[config.mk]
export PLATFORM = sky130hd
export DESIGN_NAME = cpg_pattern_gen
export DESIGN_NICKNAME = d
export VERILOG_FILES = /design/src/rtl/cpg_pkg.sv /design/src/rtl/cpg_divider.sv /design/src/rtl/cpg_pattern_reg.sv /design/src/rtl/cpg_pattern_gen.sv
export SDC_FILE = /design/constraint.sdc
export NUM_CORES = 1
export LEC_CHECK = 0
export BUFFER_PORTS_ARGS = -buffer_cell sky130_fd_sc_hd__buf_2
export CAP_MARGIN = 40
export CORE_MARGIN = 2
export CORE_UTILIZATION = 57
export CTS_BUF_LIST = sky130_fd_sc_hd__clkbuf_4 sky130_fd_sc_hd__clkbuf_8
export DETAILED_ROUTE_END_ITERATION = 10
export GPL_TIMING_DRIVEN = 0
export PLACE_DENSITY = 0.87
export SYNTH_ARGS = -nofsm -noshare
export SYNTH_HDL_FRONTEND = slang
export SYNTH_HIERARCHICAL = 1
export SYNTH_SLANG_ARGS = --single-unit
[constraint.sdc]
create_clock -name clk -period 5 [get_ports clk]
set_input_delay 0.25 -clock clk [delete_from_list [all_inputs] [get_ports clk]]
set_output_delay 0.25 -clock clk [all_outputs]
set_load 0.02 [all_outputs]
[src/rtl/cpg_pkg.sv]
package cpg_pkg;

  // What the pattern register does at the next clock edge
  typedef enum logic [1:0] {
    UPD_HOLD = 2'd0,
    UPD_STEP = 2'd1,
    UPD_LOAD = 2'd2,
    UPD_SEED = 2'd3
  } cpg_upd_e;

endpackage

[src/rtl/cpg_divider.sv]
module cpg_divider #(
  parameter int DIV_RATIO = 16
) (
  input  logic clk,
  input  logic rst,
  input  logic run_en,
  output logic step
);

  localparam int CW = (DIV_RATIO > 1) ? $clog2(DIV_RATIO) : 1;
  localparam logic [CW-1:0] LAST = CW'(DIV_RATIO - 1);

  logic [CW-1:0] phase_q;
  logic          at_last;

  generate
    if (DIV_RATIO > 1) begin : g_count
      assign at_last = (phase_q == LAST);

      always_ff @(posedge clk) begin
        if (rst) begin
          phase_q <= '0;
        end else if (run_en) begin
          if (at_last) phase_q <= '0;
          else         phase_q <= phase_q + CW'(1);
        end
      end

      // a strobe is never followed by another one on the next cycle
      p_strobe_gap_r4: assert property (@(posedge clk) disable iff (rst)
        step |=> !step);
    end else begin : g_every
      assign at_last = 1'b1;

      always_ff @(posedge clk) begin
        phase_q <= '0;
      end
    end
  endgenerate

  assign step = run_en && at_last;

  // the strobe only fires while running
  p_strobe_needs_run_r5: assert property (@(posedge clk) disable iff (rst)
    step |-> run_en);

  // the phase stays where it is while paused
  p_phase_frozen_r5: assert property (@(posedge clk) disable iff (rst)
    !run_en |=> $stable(phase_q));

  // the phase starts at zero after reset
  p_phase_reset_r1: assert property (@(posedge clk) disable iff (rst)
    $past(rst) |-> phase_q == '0);

endmodule

[src/rtl/cpg_pattern_reg.sv]
module cpg_pattern_reg
  import cpg_pkg::*;
#(
  parameter int WIDTH = 16,
  parameter logic [WIDTH-1:0] SEED = WIDTH'(125)
) (
  input  logic             clk,
  input  logic             rst,
  input  logic             step,
  input  logic             load_en,
  input  logic [WIDTH-1:0] load_data,
  output logic [WIDTH-1:0] value
);

  localparam int TOP = WIDTH - 1;
  localparam logic [WIDTH-1:0] HALF = {1'b1, {(WIDTH-1){1'b0}}};

  // Inverse plus the top bit; the sum is cut back to WIDTH bits
  function automatic logic [WIDTH-1:0] mirror_step(input logic [WIDTH-1:0] cur);
    logic [WIDTH:0] wide;
    wide = {1'b0, ~cur} + {{WIDTH{1'b0}}, cur[TOP]};
    return wide[WIDTH-1:0];
  endfunction

  logic [WIDTH-1:0] value_q;
  logic [WIDTH-1:0] next_val;
  logic             msb_now;
  cpg_upd_e         upd_kind;

  assign msb_now  = value_q[TOP];
  assign next_val = mirror_step(value_q);

  always_comb begin
    if (rst)          upd_kind = UPD_SEED;
    else if (load_en) upd_kind = UPD_LOAD;
    else if (step)    upd_kind = UPD_STEP;
    else              upd_kind = UPD_HOLD;
  end

  always_ff @(posedge clk) begin
    unique case (upd_kind)
      UPD_SEED: value_q <= SEED;
      UPD_LOAD: value_q <= load_data;
      UPD_STEP: value_q <= next_val;
      default:  value_q <= value_q;
    endcase
  end

  assign value = value_q;

  // the seed appears right after reset
  p_reset_seed_r1: assert property (@(posedge clk) disable iff (rst)
    $past(rst) |-> value_q == SEED);

  // a load wins and lands on the next edge
  p_load_wins_r6: assert property (@(posedge clk) disable iff (rst)
    load_en |=> value_q == $past(load_data));

  // without a strobe or a load the value holds
  p_hold_idle_r4: assert property (@(posedge clk) disable iff (rst)
    (!step && !load_en) |=> $stable(value_q));

  // a low value always steps to a value with the top bit set
  p_low_goes_high_r2: assert property (@(posedge clk) disable iff (rst)
    (step && !load_en && !msb_now) |=> value_q[TOP]);

  // a high value other than half scale steps to a low value
  p_high_goes_low_r3: assert property (@(posedge clk) disable iff (rst)
    (step && !load_en && msb_now && value_q != HALF) |=> !value_q[TOP]);

  // half scale is a fixed point of the step
  p_half_fixed_r3: assert property (@(posedge clk) disable iff (rst)
    (step && !load_en && value_q == HALF) |=> value_q == HALF);

endmodule

[src/rtl/cpg_pattern_gen.sv]
module cpg_pattern_gen #(
  parameter int WIDTH     = 16,
  parameter int DIV_RATIO = 16,
  parameter logic [WIDTH-1:0] SEED = WIDTH'(125)
) (
  input  logic             clk,
  input  logic             rst,
  input  logic             run_en,
  input  logic             load_en,
  input  logic [WIDTH-1:0] load_data,
  output logic [WIDTH-1:0] pattern
);

  logic step_strobe;

  cpg_divider #(
    .DIV_RATIO (DIV_RATIO)
  ) u_div (
    .clk    (clk),
    .rst    (rst),
    .run_en (run_en),
    .step   (step_strobe)
  );

  cpg_pattern_reg #(
    .WIDTH (WIDTH),
    .SEED  (SEED)
  ) u_reg (
    .clk       (clk),
    .rst       (rst),
    .step      (step_strobe),
    .load_en   (load_en),
    .load_data (load_data),
    .value     (pattern)
  );

  // paused and not loading means the output holds
  p_pause_holds_r5: assert property (@(posedge clk) disable iff (rst)
    (!run_en && !load_en) |=> $stable(pattern));

  // reset overrides a simultaneous load
  p_reset_over_load_r9: assert property (@(posedge clk) disable iff (rst)
    ($past(rst) && $past(load_en)) |-> pattern == SEED);

endmodule

### Word level (Yosys, flattened, before mapping)

Cells that the tools add are included.

| word-level totals | value |
|---|---|
| output and inout port bits | 16 |
| register bits | 20 |
| logic and storage cells | 16 |
| bits of input ports | 20 |

| operators by class | value |
|---|---|
| reductions and logical operators | 2 |
| bitwise operators | 1 |
| equal/unequal tests | 4 |
| add/subtract/negate cells | 2 |
| muxes and demuxes | 5 |

Operator list:

| kind | number |
|---|---|
| $pmux 16 s3 | 1 |
| $add 16x1->16 | 1 |
| $not 16->16 | 1 |
| $add 4x1->4 const B | 1 |
| $eq 2x2->1 const B | 2 |
| $eq 4x4->1 const B | 1 |
| $mux 2 | 2 |
| $mux 4 | 1 |
| $reduce_bool 3->1 | 1 |
| $eq 2x1->1 const B | 1 |
| $logic_and 1x1->1 | 1 |
| $mux 1 | 1 |

### Longest topological paths before layout

Gate-level depths: netlist of run 1.

| depth | value |
|---|---|
| word-level depth | 7 |
| depth in mapped cells | 9 |
| gate-level depth less buffers | 7 |

### By module

The synthesis of run 1 kept the hierarchy.

Modules (own cells, without submodules):

| module | cells each | area each (µm²) | instances | sequential area each (µm²) |
|---|---|---|---|---|
| cpg_pattern_reg | 89 | 1058.5 | 1 | 480.5 |
| cpg_divider | 20 | 183.9 | 1 | 80.1 |

### Worst setup path before layout of run 1

No wires, ideal clock.

| timing path | value |
|---|---|
| path type | register -> register |
| start point | register u_div.phase_q[0] |
| end point | register u_reg.value_q[14], in the netlist u_reg/value[14], data pin |
| arrival time | 1.941 ns |
| period minus slack after synthesis | 2.198 ns |
| cell stages (with the launch flop) | 9 |
| slack | 2.802 ns |
| required time | 4.743 ns |
| path through | dfxtp_1 > ha_1 > and4_2 > a21oi_1 > ha_1 > clkbuf_1 > and2b_2 > clkbuf_8 > a32o_1 |

| on the way | value |
|---|---|
| word-level cells in the longest chain between the ends | 7 |
| elaborated cells on any way between the ends | 9 |
| those cells by class | eq/ne: 4; mux: 4; reduce/logical: 1 |

RTL lines:

| what | line | RTL |
|---|---|---|
| from (decl) | cpg_divider.sv:13 | `logic [CW-1:0] phase_q;` |
| from (signal assigned) | cpg_divider.sv:25 | `else phase_q <= phase_q + CW'(1);` |
| $eq 4x4->1 * | cpg_divider.sv:18 | `assign at_last = (phase_q == LAST);` |
| $logic_and 1x1->1 * | cpg_divider.sv:41 | `assign step = run_en && at_last;` |
| named net step_strobe | cpg_pattern_gen.sv:14 | `logic step_strobe;` |
| $mux 1 * | cpg_pattern_reg.sv:36 | `else if (step) upd_kind = UPD_STEP;` |
| $mux 2 * | cpg_pattern_reg.sv:35 | `else if (load_en) upd_kind = UPD_LOAD;` |
| $mux 2 * | cpg_pattern_reg.sv:34 | `if (rst) upd_kind = UPD_SEED;` |
| $eq 2x1->1 / $eq 2x2->1 (equally long branches) | cpg_pattern_reg.sv:41 | `unique case (upd_kind)` |
| $pmux 16 s3 * | cpg_pattern_reg.sv:41 |  |
| to (signal assigned) | cpg_pattern_reg.sv:43 | `UPD_LOAD: value_q <= load_data;` |
| to (signal assigned) | cpg_pattern_reg.sv:44 | `UPD_STEP: value_q <= next_val;` |
| to (signal assigned) | cpg_pattern_reg.sv:45 | `default: value_q <= value_q;` |
| to (decl) | cpg_pattern_reg.sv:25 | `logic [WIDTH-1:0] value_q;` |

Mark *: on every way through the listed nets, which the timed path passes. The rest lies on a longest branch.
A chain may end at the register's enable or synchronous reset.

### Worst setup path in the final report of run 1

| timing path | value |
|---|---|
| start point | register u_div.phase_q[1] |
| end point | register u_reg.value_q[11], in the netlist u_reg/value[11], data pin |

Same word-level chain as after synthesis.

==> impl_metrics.ini, run 1 <==
[timing]
hold_viol = 0
fin_crit_ns = 2.45
rsz0062_at_grt = false
fin_tns_setup_ns = 0
finalCritPeriodShare_pct = 48.9
finalSetupViolations = 0
tightest_slew_ns = 0.627
fin_ws_ns = 2.55
drv_slew = 0
fin_skew_ns = 0.00710
fmax_mhz = 409
hold_ws_ns = 0.184
relSlewSlack_pct = 58.1

[setup_path]
required_ns = 5.05
crit_path_end_kind = register
startpoint_type = register
reg2reg_slack_ns = 2.55
crit_fanout = 9
r2r_cells = 8
arrival_ns = 2.50
crit_type = reg -> reg

[layout]
final_cell_mix = 35 x buf_2, 16 x edfxtp_1, 10 x xor2_1, 8 x nor2_1, 7 x a22o_1
area_growth_pct = 19.2
mostFrequentLayoutCell = buf_2
final_util_pct = 74.0
antennaDiodeCount = 0
drive_above_1_share_pct = 33.1
fillCellCount = 155
nNetsFinal = 175

[clock_network]
root_buffer = clkbuf_4
cts_made_buffers = 3
cts_hold_buf = 0
insertion_delay_ns = 0.30
clkSlewWorstSetupHoldPaths_ns = 0.10
cts_tree = done
cts_resized = 0
cts.sinks = 20
cts.path.max_buffers = 2
htree_levels = 1
post_cts_buffers = 0

[hold_path]
whs_path_depth = 2
hold_class = in -> reg

[synth]
syn-mean-instance-area_sq_um = 11.4
yosysUniqueCellTypes = 35
synth-seq-cells = 20
yosys_warnings = 6
synth_area_sq_um = 1240
synth_seq_area_share_pct = 45.1
syn-instance-count = 109
synth_fp_nets = 135

[route]
vias = 995
dr.pass1.iters = 4
avgViaCountPerCell = 5.69
drc = 0
wl_um = 2570
ant_nets = 0
wl_per_cell_um = 14.7
dr.first_iter.drc_count = 35

[grt]
grt_pass1_wl_um = 4260
grt_overflow = 0
grt_pass1_vias = 989
grt_max_degree = 17
grt_util_all_layers_pct = 22.3
antenna_found_initial = 0

[power_and_ir_drop]
p_leak_nw = 0.615
ir_worst_vdd_uv = 262
power_w = 0.000392
pwr_density_cell_nw_per_um2 = 264

[placement]
pre_cts_slack_ns = 2.58
place_congestion = 0.767
port_buffers = 35
dp_hpwl_um = 1980

[die]
die_height_um = 50.7
rows = 16
start_util_pct = 62.1
dieArea_sq_um = 2570
ioPinCount = 36
die_x_um = 50.7
core_sq_um = 2000

[job]
max_cap_viol_count = 0

[outcome]
status = finished, final reports clean
final cells by class:
class                           count  area (sq um)  share of cell area [%]
Multi-Input combinational cell     78           623                    42.1
Inverter                            6          22.5                    1.52
Timing Repair Buffer               35           175                    11.8
Sequential cell                    20           561                    37.8
Tap cell                           27          33.8                    2.28
Buffer                              5          36.3                    2.45
Clock buffer                        4          30.0                    2.03
through the flow:
step                instance area [sq um]  cells
finish                               1480    175
detailed placement                   1450    171
floorplan                            1240    109
global route                         1480    175
CTS                                  1480    175
global placement                     1450    171
cell usage after synthesis, drive strengths merged:
library cell | instances | area (sq um)
a22oi | 1 | 7.51
a21oi | 3 | 15.0
a41oi | 1 | 8.76
clkbuf | 4 | 25.0
nand2 | 4 | 20.0
nand2b | 2 | 12.5
nor3b | 1 | 7.51
or2 | 1 | 6.26
inv | 6 | 22.5
a22o | 7 | 61.3
and2b | 2 | 17.5
nor2b | 1 | 6.26
nor2 | 8 | 30.0
and4 | 1 | 10.0
nand3b | 3 | 22.5
ha | 6 | 75.1
nand3 | 4 | 20.0
dfxtp | 4 | 80.1
a32o | 2 | 20.0
nor3 | 1 | 5.00
nand4b | 2 | 17.5
o31ai | 2 | 15.0
edfxtp | 16 | 480
mux2i | 1 | 10.0
or4 | 2 | 15.0
nand4 | 1 | 6.26
buf | 1 | 11.3
nor4 | 3 | 40.0
xor2 | 10 | 87.6
a221o | 6 | 60.1
xnor2 | 3 | 26.3
routing by layer:
layer | GRT usage [%] | vias to the layer above | wire length (um) | share of wire (%)
li1 | - | 494 | - | -
met5 | 0 | - | 0 | 0
met4 | 6.31 | 0 | 34 | 1.3
met2 | 41.9 | 29 | 1380 | 53
met1 | 23.5 | 468 | 999 | 39
met3 | 7.44 | 4 | 164 | 6.4
critical path, cell delays in order (launching register included):
cell      delay [ns]
dfxtp_1         0.41
ha_1            0.25
and4_2          0.24
a21oi_1         0.10
ha_1            0.29
clkbuf_1        0.29
and2b_2         0.27
buf_6           0.13
a22o_1          0.23
flip-flops by register name (all words and copies together), names as in the netlist:
| register | count |
|---|---|
| u_reg/value | 16 |
| u_div/phase_q | 4 |
worst paths after layout:
kind | startpoint | endpoint
max reg2reg | u_div/phase_q[1] | u_reg/value[11]
min | rst | u_div/phase_q[2]
max | u_div/phase_q[1] | u_reg/value[11]
min reg2reg | u_div/phase_q[0] | u_div/phase_q[0]
power breakdown:
| group | switching (W) | internal [W] | leakage, nW |
|---|---|---|---|
| Clock | 0.0000459 | 0.0000365 | 0.0184 |
| Sequential | 0.0000195 | 0.000198 | 0.206 |
| Combinational | 0.0000515 | 0.0000402 | 0.390 |
| Total | 0.000117 | 0.000275 | 0.615 |
logic make-up (layout without fill, tap and decap cells):
logic type      count (synthesis)  after routing  synth area share, %
fa+ha+maj                       6              6                 6.04
xor+xnor                       13             13                 9.16
buf+inv                        11             50                 4.73
flops                          20             20                 45.1
simple gates                   36             36                 19.0
compound gates                 22             22                 15.1
mux                             1              1                0.806
(Power assumes the default switching activity.)
==> inputs of run 2 (changes only) <==
--- a/config.mk
+++ b/config.mk
@@ -8,11 +8,11 @@
 export BUFFER_PORTS_ARGS = -buffer_cell sky130_fd_sc_hd__buf_2
 export CAP_MARGIN = 40
 export CORE_MARGIN = 2
-export CORE_UTILIZATION = 57
+export CORE_UTILIZATION = 53
 export CTS_BUF_LIST = sky130_fd_sc_hd__clkbuf_4 sky130_fd_sc_hd__clkbuf_8
 export DETAILED_ROUTE_END_ITERATION = 10
 export GPL_TIMING_DRIVEN = 0
-export PLACE_DENSITY = 0.87
+export PLACE_DENSITY = 0.81
 export SYNTH_ARGS = -nofsm -noshare
 export SYNTH_HDL_FRONTEND = slang
 export SYNTH_HIERARCHICAL = 1
==> constraint.sdc (replaced) <==
create_clock -name clk -period 2.5 [get_ports clk]
set_input_delay 0.125 -clock clk [delete_from_list [all_inputs] [get_ports clk]]
set_output_delay 0.125 -clock clk [all_outputs]
set_load 0.02 [all_outputs]
==> run 2 against run 1 <==
  * Power rose by 130%
  * Routed wire length is 8.1% higher
  * Register-to-register slack worse by 2.4 ns
  * Design area grew 1.4%
  * Highest routed layer unchanged
  * Critical endpoint is now u_reg/value[15]
  * Core utilization shrank 6.1 points
  * Critical path depth is 3 lower
  * Sequential cell count did not move
  * Global-route usage fell by 0.73 points
  * Clock skew fell by 0.0059 ns
  * Combinational power is 100% higher
==> impl_metrics.ini, run 2 (same netlist as run 1, synthesis figures left out) <==
[outcome]
status = finished, final reports clean

[setup_path]
arrival_ns = 2.43
r2r_cells = 5
crit_path_end_kind = register
cp-startpoint = u_reg/value[15]
reg2reg_to = u_reg/value[15]
cp-endpoint = u_reg/value[15]
path_cells = ha_1 -> nor3b_1 -> nand2_2 -> or4_1 -> a32o_1
reg2reg_slack_ns = 0.14
required_ns = 2.57
cp_slowest_cell = nor3b_1
startpoint_type = register
r2r-start = u_reg/value[15]
crit_fanout = 4
cpPeakStageDelay_ns = 0.57
crit_type = reg -> reg

[timing]
fmax_mhz = 424
tightest_slew_ns = 0.662
drv_slew = 0
rsz0062_at_grt = false
fin_tns_setup_ns = 0
fin_crit_ns = 2.36
finalCritPeriodShare_pct = 94.3
finalSetupViolations = 0
hold_viol = 0
fin_skew_ns = 0.00122
relSlewSlack_pct = 55.8

[die]
core_sq_um = 2210
die_height_um = 52.4
die_x_um = 52.4
rows = 17
dieArea_sq_um = 2750
ioPinCount = 36
start_util_pct = 56.2

[layout]
mostFrequentLayoutCell = buf_2
drive_above_1_share_pct = 34.2
final-seq-area_sq_um = 561
fin_cells = 174
area_growth_pct = 20.8
antennaDiodeCount = 0
final_cell_mix = 35 x buf_2, 16 x edfxtp_1, 10 x xor2_1, 8 x nor2_1, 7 x a22o_1
stdcell_area_sq_um = 1500
nNetsFinal = 173
fillCellCount = 199
largest_reg_flops = 16
multi_input_area_sq_um = 627

[placement]
dp_hpwl_um = 2050
place_congestion = 0.717
port_buffers = 35
place_area_sq_um = 1450
dpl.cell_count = 172

[route]
avgViaCountPerCell = 5.85
drc = 0
wl_per_cell_um = 16.0
dr.first_iter.drc_count = 22
dr.pass1.iters = 4
wl_um = 2780
wl_met3_um = 152
wl_met1_um = 1200
ant_nets = 0
routed.top_layer = met4
vias = 1018
route.met2.wl_um = 1410

[grt]
grt_overflow = 0
grt_max_degree = 17
antenna_found_initial = 0
grt_pass1_vias = 1021
grt_util_all_layers_pct = 21.6
grt_pass1_wl_um = 4340

[clock_network]
htree_levels = 1
insertion_delay_ns = 0.30
cts_made_buffers = 3
clkSlewWorstSetupHoldPaths_ns = 0.12
cts.path.max_buffers = 2
cts_tree = done
cts.sinks = 20
post_cts_buffers = 0
root_buffer = clkbuf_4
cts_hold_buf = 0

[power_and_ir_drop]
p_leak_nw = 0.622
pwr_density_cell_nw_per_um2 = 592
ir_worst_vdd_uv = 445

[job]
max_cap_viol_count = 0

[hold_path]
hold_class = in -> reg
-- run 2: cell type report --
cell class | count | area share (%)
Multi-Input combinational cell | 78 | 41.7
Sequential cell | 20 | 37.3
Timing Repair Buffer | 35 | 11.7
Tap cell | 28 | 2.33
Clock inverter | 1 | 2.00
Buffer | 3 | 1.92
Clock buffer | 3 | 1.50
Inverter | 6 | 1.50
-- run 2: routing by layer --
layer	vias to the layer above	global-route usage [%]
met5	-	0
met4	0	7.26
met3	2	4.29
met2	35	39.6
met1	492	24.8
li1	489	-
-- run 2: worst max-delay path: cells and delay by family (launching register included) --
family,cells,cell delay [ns]
adder cells (fa/ha/maj),1,0.22
AO/OA/AOI/OAI,1,0.25
flip-flops,1,0.45
AND/OR/NAND/NOR,3,1.20
-- run 2: where the power goes --
| part | switching [W] | internal [W] | total, W | leakage, nW |
|---|---|---|---|---|
| Combinational | 0.000106 | 0.0000814 | 0.000188 | 0.388 |
| Clock | 0.000103 | 0.000162 | 0.000265 | 0.0279 |
| Sequential | 0.0000406 | 0.000396 | 0.000437 | 0.206 |
| Total | 0.000250 | 0.000639 | 0.000889 | 0.622 |
-- run 2: stage by stage --
step	hold slack [ns]	setup WS, ns	utilization [%]	power [W]
4_1_cts	0.0305	0.000540	68.0	0.000894
2_1_floorplan	0.194	0.302	-	0.000559
6_report	0.0494	0.142	67.9	0.000889
3_3_place_gp	0.362	0.119	65.7	0.000619
3_5_place_dp	0.372	0.0260	65.7	0.000629
5_1_grt	0.0471	0.0583	67.9	0.000925
-- run 2: worst min path at each step --
stage          startpoint  cells past startpoint               end
2_1_floorplan         rst                      1  u_div/phase_q[0]
3_3_place_gp          rst                      2  u_div/phase_q[0]
3_5_place_dp          rst                      2  u_div/phase_q[0]
4_1_cts               rst                      2  u_div/phase_q[0]
5_1_grt               rst                      2  u_div/phase_q[0]
6_report              rst                      2  u_div/phase_q[0]
-- run 2: what timing repair did --
action | in CTS | in global routing
gates resized for setup | 0 | 1
endpoints found under the setup margin | 0 | 9
endpoints found under the hold margin | 0 | 0
